`src/rtl/pwu_pkg.sv`:
```
package pwu_pkg;
  localparam logic [11:0] KEY_ADDR_A = 12'h555;
  localparam logic [11:0] KEY_ADDR_B = 12'h2AA;
  localparam logic [7:0]  KEY_DATA_A = 8'hAA;
  localparam logic [7:0]  KEY_DATA_B = 8'h55;
  localparam logic [7:0]  OP_PW_PROG   = 8'h38;
  localparam logic [7:0]  OP_PW_VERIFY = 8'hC8;
  localparam logic [7:0]  OP_PW_UNLOCK = 8'h28;
  localparam logic [7:0]  OP_ML_ARM    = 8'h68;
  localparam logic [7:0]  OP_ML_STAT   = 8'h48;

  typedef enum logic [2:0] {
    ST_IDLE, ST_KEY1, ST_KEY2, ST_PROG, ST_VERIFY, ST_UNLK, ST_ARM, ST_STAT
  } seq_st_t;

  // one step of the key chain
  function automatic logic key_hit(logic [11:0] a, logic [7:0] d,
                                   logic [11:0] ea, logic [7:0] ed);
    return (a == ea) && (d == ed);
  endfunction

  // op code to the state that waits for the operation's next bus cycle
  function automatic seq_st_t op_state(logic [7:0] op);
    case (op)
      OP_PW_PROG:   return ST_PROG;
      OP_PW_VERIFY: return ST_VERIFY;
      OP_PW_UNLOCK: return ST_UNLK;
      OP_ML_ARM:    return ST_ARM;
      OP_ML_STAT:   return ST_STAT;
      default:      return ST_IDLE;
    endcase
  endfunction

  // the first portion of an attempt has no spacing rule
  function automatic logic spacing_met(logic [31:0] elapsed, logic [31:0] need,
                                       logic first);
    return first || (elapsed >= need);
  endfunction
endpackage

```
`src/rtl/pwu_cmd_seq.sv`:
```
module pwu_cmd_seq
  import pwu_pkg::*;
(
  input  logic        clk,
  input  logic        rst_n,
  input  logic        we,
  input  logic [11:0] a12,
  input  logic [7:0]  d8,
  output logic        prog_ev,
  output logic        unlk_ev,
  output logic        arm_ev,
  output logic        rd_verify,
  output logic        rd_stat
);
  seq_st_t st, st_nx;
  logic    k1, k2;

  assign k1 = key_hit(a12, d8, KEY_ADDR_A, KEY_DATA_A);
  assign k2 = key_hit(a12, d8, KEY_ADDR_B, KEY_DATA_B);

  always_comb begin
    st_nx = st;
    if (we) begin
      case (st)
        ST_KEY1: st_nx = k2 ? ST_KEY2 : ST_IDLE;
        ST_KEY2: st_nx = (a12 == KEY_ADDR_A) ? op_state(d8) : ST_IDLE;
        ST_PROG, ST_UNLK, ST_ARM: st_nx = ST_IDLE;
        default: st_nx = k1 ? ST_KEY1 : ST_IDLE;   // idle, verify, status
      endcase
    end
  end

  always_ff @(posedge clk or negedge rst_n) begin
    if (!rst_n) st <= ST_IDLE;
    else        st <= st_nx;
  end

  assign prog_ev   = we && (st == ST_PROG);
  assign unlk_ev   = we && (st == ST_UNLK);
  assign arm_ev    = we && (st == ST_ARM);
  assign rd_verify = (st == ST_VERIFY);
  assign rd_stat   = (st == ST_STAT);

  // at most one operation fires per write
  a_r2_one_event: assert property (@(posedge clk) disable iff (!rst_n)
    $onehot0({prog_ev, unlk_ev, arm_ev}));
  // any operation event returns the chain to idle
  a_r2_event_to_idle: assert property (@(posedge clk) disable iff (!rst_n)
    (prog_ev || unlk_ev || arm_ev) |=> (st == ST_IDLE));
endmodule

```
`src/rtl/pwu_store.sv`:
```
module pwu_store #(
  parameter int PORTIONS = 4,
  parameter int DATA_W   = 16,
  localparam int IW      = $clog2(PORTIONS)
) (
  input  logic              clk,
  input  logic              rst_n,
  input  logic              prog_ev,
  input  logic              prog_block,
  input  logic [IW-1:0]     sel,
  input  logic [DATA_W-1:0] wdata,
  input  logic              blank,
  output logic [DATA_W-1:0] cmp_word,
  output logic [DATA_W-1:0] rd_word,
  output logic              prog_drop
);
  logic [DATA_W-1:0]          pw [PORTIONS];
  logic [PORTIONS*DATA_W-1:0] pw_flat;

  for (genvar g = 0; g < PORTIONS; g++) begin : g_slot
    always_ff @(posedge clk or negedge rst_n) begin
      if (!rst_n)
        pw[g] <= '1;
      else if (prog_ev && !prog_block && (sel == IW'(g)))
        pw[g] <= wdata;
    end
    assign pw_flat[g*DATA_W +: DATA_W] = pw[g];
  end

  assign cmp_word  = pw[sel];
  assign rd_word   = blank ? '1 : pw[sel];
  assign prog_drop = prog_ev && prog_block;

  // a refused program write leaves every portion as it was
  a_r11_drop_keeps_pw: assert property (@(posedge clk) disable iff (!rst_n)
    prog_drop |=> $stable(pw_flat));
  // an accepted program write lands in the selected portion
  a_r3_prog_lands: assert property (@(posedge clk) disable iff (!rst_n)
    (prog_ev && !prog_block) |=> (pw[$past(sel)] == $past(wdata)));
endmodule

```
`src/rtl/pwu_unlock_chk.sv`:
```
module pwu_unlock_chk
  import pwu_pkg::*;
#(
  parameter int PORTIONS = 4,
  parameter int DATA_W   = 16,
  parameter int GAP_CYC  = 200,
  localparam int IW      = $clog2(PORTIONS),
  localparam int GW      = $clog2(GAP_CYC + 1)
) (
  input  logic              clk,
  input  logic              rst_n,
  input  logic              unlk_ev,
  input  logic [IW-1:0]     sel,
  input  logic [DATA_W-1:0] wdata,
  input  logic [DATA_W-1:0] stored,
  output logic              locked,
  output logic              accept_ev,
  output logic              fail_ev,
  output logic              open_ev
);
  logic [IW-1:0] exp_idx;
  logic [GW-1:0] gap_cnt;
  logic          timing_ok;

  assign timing_ok = spacing_met(32'(gap_cnt), 32'(GAP_CYC), exp_idx == '0);
  assign accept_ev = unlk_ev && timing_ok && (sel == exp_idx) && (wdata == stored);
  assign fail_ev   = unlk_ev && !accept_ev;
  assign open_ev   = accept_ev && (exp_idx == IW'(PORTIONS - 1));

  // spacing count: edges since the last portion write, saturating
  always_ff @(posedge clk or negedge rst_n) begin
    if (!rst_n)                        gap_cnt <= GW'(GAP_CYC);
    else if (unlk_ev)                  gap_cnt <= GW'(1);
    else if (gap_cnt < GW'(GAP_CYC))   gap_cnt <= gap_cnt + GW'(1);
  end

  always_ff @(posedge clk or negedge rst_n) begin
    if (!rst_n) begin
      exp_idx <= '0;
      locked  <= 1'b1;
    end else begin
      if (fail_ev || open_ev) exp_idx <= '0;
      else if (accept_ev)     exp_idx <= exp_idx + IW'(1);
      if (open_ev)            locked  <= 1'b0;
    end
  end

  // the lock only falls after a fourth in-order match
  a_r5_fall_needs_last: assert property (@(posedge clk) disable iff (!rst_n)
    $fell(locked) |-> $past(unlk_ev && exp_idx == IW'(PORTIONS - 1)));
  // a failed portion discards progress
  a_r6_fail_restarts: assert property (@(posedge clk) disable iff (!rst_n)
    fail_ev |=> (exp_idx == '0));
  // the lock never re-arms
  a_r12_lock_no_rise: assert property (@(posedge clk) disable iff (!rst_n)
    !$rose(locked));
endmodule

```
`src/rtl/pwu_mlock_timer.sv`:
```
module pwu_mlock_timer #(
  parameter int PROG_CYC = 10000,
  localparam int TW      = $clog2(PROG_CYC + 1)
) (
  input  logic clk,
  input  logic rst_n,
  input  logic arm_ev,
  output logic mode_lock,
  output logic busy,
  output logic done
);
  logic [TW-1:0] cnt;

  assign done = busy && (cnt == TW'(PROG_CYC - 1));

  always_ff @(posedge clk or negedge rst_n) begin
    if (!rst_n) begin
      busy      <= 1'b0;
      cnt       <= '0;
      mode_lock <= 1'b0;
    end else if (busy) begin
      if (done) begin
        busy      <= 1'b0;
        mode_lock <= 1'b1;
      end else begin
        cnt <= cnt + TW'(1);
      end
    end else if (arm_ev && !mode_lock) begin
      busy <= 1'b1;
      cnt  <= '0;
    end
  end

  // the mode lock sets only at the end of a delay
  a_r8_set_after_delay: assert property (@(posedge clk) disable iff (!rst_n)
    $rose(mode_lock) |-> $past(busy));
  // the mode lock is sticky
  a_r12_mlock_sticky: assert property (@(posedge clk) disable iff (!rst_n)
    !$fell(mode_lock));
endmodule

```
`src/rtl/pw_unlock_unit.sv`:
```
module pw_unlock_unit #(
  parameter int ADDR_W   = 12,
  parameter int DATA_W   = 16,
  parameter int PORTIONS = 4,
  parameter int GAP_CYC  = 200,
  parameter int PROG_CYC = 10000,
  localparam int IW      = $clog2(PORTIONS)
) (
  input  logic              clk,
  input  logic              rst_n,
  input  logic              bus_we,
  input  logic              bus_re,
  input  logic [ADDR_W-1:0] bus_addr,
  input  logic [DATA_W-1:0] bus_wdata,
  output logic [DATA_W-1:0] bus_rdata,
  output logic              pw_locked,
  output logic              mode_locked
);
  // named internal events
  logic              prog_ev, unlk_ev, arm_ev, rd_verify, rd_stat;
  logic              ml_busy, ml_done, prog_drop;
  logic              accept_ev, fail_ev, open_ev;
  logic [DATA_W-1:0] cmp_word, rd_word;

  pwu_cmd_seq i_seq (
    .clk(clk), .rst_n(rst_n), .we(bus_we),
    .a12(bus_addr[11:0]), .d8(bus_wdata[7:0]),
    .prog_ev(prog_ev), .unlk_ev(unlk_ev), .arm_ev(arm_ev),
    .rd_verify(rd_verify), .rd_stat(rd_stat)
  );

  pwu_mlock_timer #(.PROG_CYC(PROG_CYC)) i_timer (
    .clk(clk), .rst_n(rst_n), .arm_ev(arm_ev),
    .mode_lock(mode_locked), .busy(ml_busy), .done(ml_done)
  );

  pwu_store #(.PORTIONS(PORTIONS), .DATA_W(DATA_W)) i_store (
    .clk(clk), .rst_n(rst_n), .prog_ev(prog_ev),
    .prog_block(mode_locked || ml_done),
    .sel(bus_addr[IW-1:0]), .wdata(bus_wdata), .blank(mode_locked),
    .cmp_word(cmp_word), .rd_word(rd_word), .prog_drop(prog_drop)
  );

  pwu_unlock_chk #(.PORTIONS(PORTIONS), .DATA_W(DATA_W), .GAP_CYC(GAP_CYC)) i_chk (
    .clk(clk), .rst_n(rst_n), .unlk_ev(unlk_ev),
    .sel(bus_addr[IW-1:0]), .wdata(bus_wdata), .stored(cmp_word),
    .locked(pw_locked), .accept_ev(accept_ev), .fail_ev(fail_ev), .open_ev(open_ev)
  );

  // registered read port
  always_ff @(posedge clk or negedge rst_n) begin
    if (!rst_n)
      bus_rdata <= '0;
    else if (bus_re) begin
      if (rd_verify)    bus_rdata <= rd_word;
      else if (rd_stat) bus_rdata <= {{(DATA_W-1){1'b0}}, mode_locked};
      else              bus_rdata <= '0;
    end
  end

  // a hidden password reads as all ones
  a_r10_blank_read: assert property (@(posedge clk) disable iff (!rst_n)
    (bus_re && rd_verify && mode_locked) |=> (bus_rdata == '1));
  // status reads carry only bit 0
  a_r9_status_shape: assert property (@(posedge clk) disable iff (!rst_n)
    (bus_re && rd_stat) |=> (bus_rdata[DATA_W-1:1] == '0));
  // a program write on the completion edge is refused
  a_r11_done_blocks: assert property (@(posedge clk) disable iff (!rst_n)
    (prog_ev && ml_done) |-> prog_drop);
  // opening needs an accepted portion, never a failed one
  a_r5_open_is_accept: assert property (@(posedge clk) disable iff (!rst_n)
    open_ev |-> (accept_ev && !fail_ev));
  // arming while busy does not restart the delay
  a_r8_busy_holds: assert property (@(posedge clk) disable iff (!rst_n)
    (ml_busy && !ml_done) |=> ml_busy);
endmodule

```
`config.mk`:
```
export PLATFORM = sky130hd
export DESIGN_NAME = pw_unlock_unit
export DESIGN_NICKNAME = d
export VERILOG_FILES = /design/src/rtl/pwu_pkg.sv /design/src/rtl/pwu_cmd_seq.sv /design/src/rtl/pwu_store.sv /design/src/rtl/pwu_unlock_chk.sv /design/src/rtl/pwu_mlock_timer.sv /design/src/rtl/pw_unlock_unit.sv
export SDC_FILE = /design/constraint.sdc
export NUM_CORES = 1
export LEC_CHECK = 0
export BUFFER_PORTS_ARGS = -buffer_cell sky130_fd_sc_hd__buf_2
export CAP_MARGIN = 40
export CELL_PAD_IN_SITES_DETAIL_PLACEMENT = 2
export CELL_PAD_IN_SITES_GLOBAL_PLACEMENT = 2
export CORE_MARGIN = 2
export CORE_UTILIZATION = 35
export DETAILED_ROUTE_END_ITERATION = 10
export PLACE_DENSITY = 0.71
export SYNTH_ARGS = -nofsm -noshare
export SYNTH_HDL_FRONTEND = slang
export SYNTH_SLANG_ARGS = --single-unit
```
`constraint.sdc`:
```
create_clock -name clk -period 2 [get_ports clk]
set_input_delay 0 -clock clk [delete_from_list [all_inputs] [get_ports clk]]
set_output_delay 0 -clock clk [all_outputs]
set_load 0.02 [all_outputs]
```
==> results of run 1 <==
worst max-delay path by stage:
stage,to,startpoint
3_3_place_gp,i_chk.locked,bus_addr[0]
4_1_cts,i_timer.cnt[10],i_seq.st[1]
3_5_place_dp,i_chk.locked,bus_addr[0]
6_report,i_timer.cnt[10],i_timer.mode_lock
2_1_floorplan,i_store.pw[38],i_timer.cnt[11]
5_1_grt,i_timer.cnt[10],i_timer.mode_lock
per-layer routing:
layer  vias to the layer above  track usage [%]  part of all wire (%)
met5                         -                0                     0
met2                       124             37.2                    50
met1                      2233             27.2                    42
li1                       1886                -                     -
met4                         0             7.25                   3.7
met3                        44             3.42                   3.7
synth_stat cells (5+ instances only):
library cell  count
dfstp_2          68
clkbuf_1         10
nor4_1            6
nor2_1           24
nand3_1          14
buf_6             6
xnor2_1          23
a2111oi_0         5
mux2_4           30
and3_1            7
xor2_1           11
nand2_1          16
dfrtp_1          42
mux2_2           34
mux4_2            9
a21oi_1           5
nand4_1           9
inv_1            29
o21ai_0          35
ha_1              5
mux4_1            7
through the flow:
step / hold slack (ns) / setup TNS, ns / cell area, µm² / instances
3_3_place_gp: 0.0402 / -6.70 / 6720 / 762
2_1_floorplan: -0.296 / -0.678 / 5780 / 450
4_1_cts: 0.0365 / -12.84 / 7300 / 795
3_5_place_dp: 0.0550 / -6.52 / 6730 / 763
5_1_grt: 0.0417 / -27.60 / 7590 / 808
6_report: 0.0418 / -22.56 / 7590 / 808
layout make-up:
cell class              instances  area (µm²)  share of cell area [%]
clock buffers                  13         272                    3.58
clock inverters                 3        25.0                   0.330
inverters                      29         109                    1.43
multi-input cells             286        2890                    38.0
flip-flops and latches        110        2840                    37.4
well taps                     216         270                    3.56
repair buffers                151        1190                    15.7
where the power goes:
part / leakage (nW) / total (mW) / internal (mW) / switching (mW)
clock: 0.142 / 1.85 / 0.969 / 0.881
combinational: 1.81 / 0.726 / 0.328 / 0.399
sequential: 1.26 / 2.46 / 2.35 / 0.109
flip-flops by register name, indices dropped and copies added (netlist names):
register / count
i_chk.locked: 1
bus_rdata: 16
i_timer.busy: 1
i_store.pw: 64
i_seq.st: 3
i_timer.mode_lock: 1
i_chk.gap_cnt: 8
i_timer.cnt: 14
i_chk.exp_idx: 2
cells by family after synthesis:
group / count (synthesis) / share of synthesized area (%)
xor+xnor: 34 / 5.19
flops: 110 / 49.4
simple gates: 103 / 10.4
buf+inv: 54 / 5.25
fa+ha+maj: 5 / 1.09
compound gates: 62 / 7.10
mux: 82 / 21.6
what timing repair did:
item	CTS	global route
pin swaps	10	18
buffers inserted	5	14
setup endpoints to repair	81	82
hold buffers	12	0
endpoints found under the hold margin	48	0
resized for setup	37	41
==> parameters.txt, run 1 <==
Parameter                              Value

Timing
  Count of pins over their slew limit    0
  Final clock skew    0.0151 ns
  RSZ-0062 raised after global routing    true
  Min cycle time layout    2.53 ns
  Final setup violating endpoints    82
  Number of hold-slack violations in the final timing report    0
  Tightest slew margin relative to the limit    59.3%
  Post-route fraction of the period consumed by the critical path    127%
  Actual transition at the worst max-transition pin    0.610 ns
  Final worst-path setup slack    -0.532 ns
  Peak Freq    395 MHz

Layout
  Number of nets in the layout    624
  Post-route core utilization    47.6%
  Layout area overhead    32.1%
  Count of inserted antenna diode cells    0
  Most frequent cells in the layout    buf_4, dfstp_2, buf_2
  Number of filler instances in the final layout    1,569
  Share of layout cells above drive strength 1    58.8%
  Most common library cell in the layout ignoring fill and taps    buf_4

Floorplanning
  Total Die Area    17,400 µm²
  Overall die height    132 µm
  Die extent in x    132 µm
  Effective utilization at floorplan    36.0%
  Placeable core region    15,900 µm²
  Number of cell rows    46
  I/O pins    50

Synthesis
  Count of state elements after synthesis    110
  Syn avg cell area    12.8 µm²
  Portion of synthesized cell area occupied by the leading cell type    31.1%
  Synthesized netlist cell count    450
  Synthesized Nets    487
  Portion of the post-synthesis area used by sequential elements    49.4%
  Cell types occupying the most area after synthesis    dfstp_2, dfrtp_1, mux2_4, mux2_2, mux4_2
  Synth Flop Type    dfstp_2
  Number of distinct library cell variants in the gate-level netlist after synthesis    53
  Post-synthesis cell type with the largest combined area    dfstp_2
  Synth warn    0
  Number of enable-type register cells in the synthesized netlist    0
  Post-synthesis instance area    5740 µm²
  Fraction of synthesis flops using an asynchronous set or reset pin    100%

Worst hold path
  Hold Path Origin    bus_re
  Worst Hold Endpoint    bus_rdata[14]
  Hold/Removal Path Class    in2reg
  Hold path depth    2

Routing
  Mean routed wirelength per cell    24.8 µm
  Drt via density    5.31
  DR vias    4,287
  Drt initial violations    178
  DRC Markers    0
  Sum of routed wire length over all layers    20,100 µm
  ANT nets after route    0
  DR pass1 iterations    4

Worst setup path
  Crit path kind    reg2reg
  Worst setup SP type    flop
  Critical-path cell list    nor2b_2 > buf_4 > nand4b_1 > a2111oi_1 > xnor2_1 > nor2_1
  Data required, critical path    2.24 ns
  FF-to-FF setup slack    -0.53 ns
  CP Buf/Inv Count    1
  CP peak stage delay    0.61 ns
  Startpoint of the worst register-to-register path    i_timer.mode_lock
  Endpoint kind of the worst setup timing path    flop
  Critical-path maximum fanout    6
  Worst reg2reg path endpoint    i_timer.cnt[10]
  CP Data Arrival Time    2.77 ns
  Slowest stage cell, crit path    a2111oi_1
  Dominant delay contributor by cell family on the critical path    simple AND/OR/NAND/NOR gates
  Number of stages on the worst setup path    6
  Depth of the worst register-to-register path    6

Status
  Run status    finished with violations
  Violations in the final reports    negative setup slack

Pwr
  Leakage power    3.21 nW
  Maximum ir drop on the vdd rail    353 µV
  Total power    5.04 mW
  Ratio of total power to cell area    664 nW/µm²

CTS
  Clock latency reported for the late side of the worst-skew pair    0.36 ns
  Maximum clock insertion buffer count    2
  Clock transition at the register clock pins on the worst setup and hold paths after CTS    0.08 ns
  TritonCTS sink count    110
  Inserted Clock Buffers    9
  CTS H-tree depth    3
  TritonCTS clock tree    done
  Library cell used as clock root buffer    clkbuf_16

Placement
  Placer Congestion    0.780
  Input/output buffers    49
  HPWL after detailed placement    11,600 µm
  Pre-CTS WS    -0.309 ns

GRT
  Global-route wire length before repair    28,600 µm
  Pin count of the biggest net entering global routing    44
  Total congestion overflow after global routing    0
  Global-route usage over all layers    21.4%
  Vias in the first global route    4,918
  Initial antenna violation count    0

Run
  Number of max-cap violations    0
No activity file was read; power rests on OpenSTA's default activity.
==> run 2, diff against run 1 <==
- SKIP_LAST_GASP: unset -> 1
==> parameters.txt, run 2 (same netlist as run 1, synthesis figures left out) <==
Parameter                              Value

GRT
  Total congestion overflow after global routing    0
  Global-route usage over all layers    21.6%
  Global-route wire length before repair    28,900 µm
  Pin count of the biggest net entering global routing    44
  Initial antenna violation count    0
  Vias in the first global route    4,899

CTS
  Clock latency reported for the late side of the worst-skew pair    0.36 ns
  Maximum clock insertion buffer count    2
  Library cell used as clock root buffer    clkbuf_16
  TritonCTS clock tree    done
  TritonCTS sink count    110
  Clock transition at the register clock pins on the worst setup and hold paths after CTS    0.08 ns
  Inserted Clock Buffers    9
  CTS H-tree depth    3

Pwr
  Maximum ir drop on the vdd rail    422 µV
  Leakage power    3.18 nW
  Total power    5.00 mW
  Ratio of total power to cell area    665 nW/µm²

Floorplanning
  Placeable core region    15,900 µm²
  Total Die Area    17,400 µm²
  Number of cell rows    46
  Effective utilization at floorplan    36.0%
  I/O pins    50
  Die extent in x    132 µm
  Overall die height    132 µm

Layout
  Number of nets in the layout    621
  Top reg by flops    i_store.pw
  Most common library cell in the layout ignoring fill and taps    buf_4
  Share of layout cells above drive strength 1    57.9%
  Count of inserted antenna diode cells    0
  Non-filler instance count after layout    805
  Max FFs per register    64
  Largest registers ranked by flip-flop count    i_store.pw: 64 flops, bus_rdata: 16 flops, i_timer.cnt: 14 flops
  Most frequent cells in the layout    buf_4, dfstp_2, buf_2
  Number of filler instances in the final layout    1,586
  Layout area overhead    30.9%

Routing
  Drt initial violations    161
  Drt via density    5.24
  Sum of routed wire length over all layers    18,600 µm
  DRC Markers    0
  Mean routed wirelength per cell    23.1 µm
  ANT nets after route    0
  DR vias    4,221
  DR pass1 iterations    4

Worst setup path
  Critical-path maximum fanout    10
  CP Data Arrival Time    2.62 ns
  Worst setup SP type    flop
  Endpoint kind of the worst setup timing path    flop
  Data required, critical path    2.29 ns
  Crit path kind    reg2reg

Timing
  Peak Freq    428 MHz
  Min cycle time layout    2.34 ns
  Final worst-path setup slack    -0.337 ns
  Post-route fraction of the period consumed by the critical path    117%
  RSZ-0062 raised after global routing    true
  Actual transition at the worst max-transition pin    0.604 ns
  Final setup violating endpoints    82
  Count of pins over their slew limit    0
  Tightest slew margin relative to the limit    59.8%
  Number of hold-slack violations in the final timing report    0
  Final clock skew    0.0142 ns

Status
  Run status    finished with violations
  Violations in the final reports    negative setup slack

Run
  Number of max-cap violations    0

Worst hold path
  Hold/Removal Path Class    in2reg

Placement
  Input/output buffers    49
  Placer Congestion    0.780
  Pre-CTS WS    -0.309 ns
  Instance count after placement with tap cells included    763
  HPWL after detailed placement    11,600 µm
-- run 2: cell count changes in the layout (fill, tap and decap cells not counted), sizes merged --
cell / change
buf: -3
-- run 2: repair_timing --
action / 4_1_cts / 5_1_grt
hold endpoints to repair: 48 / 0
pin swaps: 10 / 19
gates resized for setup: 36 / 32
setup buffers: 5 / 11
setup endpoints to repair: 81 / 82
hold buffers: 12 / 0
-- run 2: worst paths after layout --
path	from	end	slack [ns]	depth (start not counted)
min in group asynchronous	rst_n	bus_rdata[13]	0.20	2
setup / recovery	i_timer.cnt[11]	i_store.pw[22]	-0.34	7
hold / removal	bus_re	bus_rdata[14]	0.04	2
setup reg to reg	i_timer.cnt[11]	i_store.pw[22]	-0.34	7
hold reg to reg	i_chk.locked	i_chk.locked	0.48	1
max in group asynchronous	rst_n	i_store.pw[0]	1.09	3
-- run 2: report_power, final --
part	leakage [nW]	switching, mW	internal (mW)	total, mW
registers	1.26	0.105	2.35	2.46
logic	1.78	0.383	0.324	0.707
clock network	0.142	0.867	0.968	1.83
-- run 2: worst max-delay path, cell delays in order (launching register included) --
cell and delay (ns):
dfrtp_1 0.41, or4b_4 0.55, buf_6 0.14, nor4_4 0.26, a21oi_2 0.15, and3b_2 0.28, buf_12 0.17, mux2_4 0.30
-- run 2: layout make-up --
type | instances | area (µm²) | share of cell area, %
well taps | 216 | 270 | 3.60
inverters | 29 | 109 | 1.45
clock inverters | 3 | 25.0 | 0.333
multi-input cells | 286 | 2840 | 37.8
repair buffers | 148 | 1160 | 15.4
clock buffers | 13 | 272 | 3.61
flip-flops and latches | 110 | 2840 | 37.8
-- run 2: per-layer routing --
metal,global-route usage (%),wire (µm)
met1,27.7,7850
met2,36.8,9440
met3,3.69,696
met4,7.49,598
met5,0,0
-- run 2: per-stage QoR --
| stage | hold slack [ns] | setup TNS (ns) | util [%] | area (µm²) |
|---|---|---|---|---|
| floorplan | -0.296 | -0.678 | - | 5780 |
| global placement | 0.0402 | -6.70 | 42.1 | 6720 |
| detailed placement | 0.0550 | -6.52 | 42.2 | 6730 |
| CTS | 0.0365 | -12.85 | 45.8 | 7300 |
| global route | 0.0520 | -24.03 | 47.1 | 7520 |
| finish | 0.0416 | -18.80 | 47.1 | 7520 |
==> run 3, diff against run 2 <==
- CORE_UTILIZATION: 35 -> 38
- PLACE_DENSITY: 0.71 -> 0.76
==> parameters.txt, run 3 (same netlist as run 1, synthesis figures left out) <==
Parameter                              Value

Floorplanning
  Die extent in x    127 µm
  Placeable core region    14,600 µm²
  I/O pins    50
  Total Die Area    16,100 µm²
  Overall die height    127 µm
  Number of cell rows    44
  Effective utilization at floorplan    39.2%

GRT
  Pin count of the biggest net entering global routing    48
  Global-route usage over all layers    26.7%
  Vias in the first global route    4,965
  Global-route wire length before repair    32,000 µm
  Initial antenna violation count    0
  Total congestion overflow after global routing    0

CTS
  Inserted Clock Buffers    9
  TritonCTS sink count    110
  Maximum clock insertion buffer count    2
  Library cell used as clock root buffer    clkbuf_16
  Clock transition at the register clock pins on the worst setup and hold paths after CTS    0.08 ns
  Clock latency reported for the late side of the worst-skew pair    0.38 ns
  CTS H-tree depth    3
  TritonCTS clock tree    done

Pwr
  Maximum ir drop on the vdd rail    446 µV
  Total power    5.16 mW
  Leakage power    3.22 nW
  Ratio of total power to cell area    689 nW/µm²

Routing
  DR vias    4,414
  DR pass1 iterations    4
  Drt initial violations    247
  Sum of routed wire length over all layers    22,600 µm
  DRC Markers    0
  Drt via density    5.67
  ANT nets after route    0
  Mean routed wirelength per cell    29.0 µm

Worst setup path
  CP Buf/Inv Count    3
  Critical-path maximum fanout    5
  Critical-path cell list    or4b_4 > buf_6 > buf_6 > o41ai_4 > buf_6 > a2111oi_1 > xnor2_1 > nor2_1
  Crit path kind    reg2reg
  CP Data Arrival Time    2.62 ns
  CP peak stage delay    0.58 ns
  Worst setup SP type    flop
  Data required, critical path    2.25 ns
  Endpoint kind of the worst setup timing path    flop
  Slowest stage cell, crit path    or4b_4
  Dominant delay contributor by cell family on the critical path    simple AND/OR/NAND/NOR gates
  Top cell by count, worst path    buf_6

Timing
  Post-route fraction of the period consumed by the critical path    119%
  Count of pins over their slew limit    0
  Final clock skew    0.0139 ns
  Worst hold slack    0.0576 ns
  Number of hold-slack violations in the final timing report    0
  Actual transition at the worst max-transition pin    0.670 ns
  Final setup violating endpoints    82
  RSZ-0062 raised after global routing    true
  Final worst-path setup slack    -0.372 ns
  Tightest slew margin relative to the limit    54.7%
  Min cycle time layout    2.37 ns
  Post-route setup TNS    -17.41 ns
  Peak Freq    422 MHz

Placement
  Input/output buffers    49
  Placer Congestion    0.813
  Pre-CTS WS    -0.253 ns
  HPWL after detailed placement    12,700 µm
  Instance count after placement with tap cells included    733

Layout
  Number of filler instances in the final layout    1,400
  Share of layout cells above drive strength 1    56.8%
  Layout area overhead    30.3%
  Area of combinational cells with multiple inputs    2820 µm²
  Largest registers ranked by flip-flop count    i_store.pw: 64 flops, bus_rdata: 16 flops, i_timer.cnt: 14 flops
  Number of nets in the layout    627
  Count of inserted antenna diode cells    0
  Most frequent cells in the layout    buf_4, dfstp_2, buf_2
  Non-filler instance count after layout    779
  Top reg by flops    i_store.pw
  Area taken by flip-flops and latches    2840 µm²
  Most common library cell in the layout ignoring fill and taps    buf_4
  Max FFs per register    64

Status
  Violations in the final reports    negative setup slack
  Run status    finished with violations

Worst hold path
  Hold/Removal Path Class    in2reg

Run
  Number of max-cap violations    0
==> run 3: cell types whose count changed in the layout (fill, tap and decap cells not counted), sizes merged <==
cell	before	now
bufinv	0	1
clkinvlp	1	0
inv	31	29
dlygate4sd3	12	13
clkinv	0	5
buf	136	141
clkbuf	13	10
==> run 3: cell type report <==
type | count | area share [%]
tap | 184 | 3.08
multi-input combinational | 286 | 37.6
sequential | 110 | 37.9
timing repair buffer | 154 | 15.9
inverter | 29 | 1.46
clock buffer | 10 | 3.06
clock inverter | 6 | 0.987
==> run 3: repair_timing <==
| item | 4_1_cts | 5_1_grt |
|---|---|---|
| gates cloned | 2 | 0 |
| hold endpoints to repair | 47 | 0 |
| buffers inserted | 5 | 11 |
| gates resized for setup | 26 | 38 |
| hold buffers | 14 | 0 |
| endpoints found under the setup margin | 67 | 83 |
| pin swaps | 9 | 11 |
==> run 3: metal layers <==
metal	global-route usage (%)	part of all wire, %	up-vias
met5	0	0	-
met2	45.1	51	132
met4	12.0	4.1	0
met3	3.08	3.9	54
met1	34.8	41	2335
li1	-	-	1893
==> run 3: path summary, 6_finish.rpt <==
path	start	end	slack, ns	cells after the start
max	i_timer.cnt[11]	i_timer.cnt[12]	-0.37	8
min	bus_wdata[0]	i_store.pw[0]	0.06	2
max reg2reg	i_timer.cnt[11]	i_timer.cnt[12]	-0.37	8
min reg2reg	i_chk.locked	i_chk.locked	0.50	1
max in group asynchronous	rst_n	i_chk.gap_cnt[7]	1.01	3
min in group asynchronous	rst_n	bus_rdata[14]	0.19	2
==> run 3: through the flow <==
step / area, µm² / util, %
detailed placement: 6670 / 45.5
finish: 7480 / 51.1
CTS: 7240 / 49.4
global route: 7480 / 51.1
global placement: 6660 / 45.4
floorplan: 5780 / -
==> run 3: power breakdown <==
group          leakage (nW)  switching, mW  internal, mW
clock                 0.149          0.927         0.985
sequential             1.26          0.106          2.35
combinational          1.81          0.436         0.350
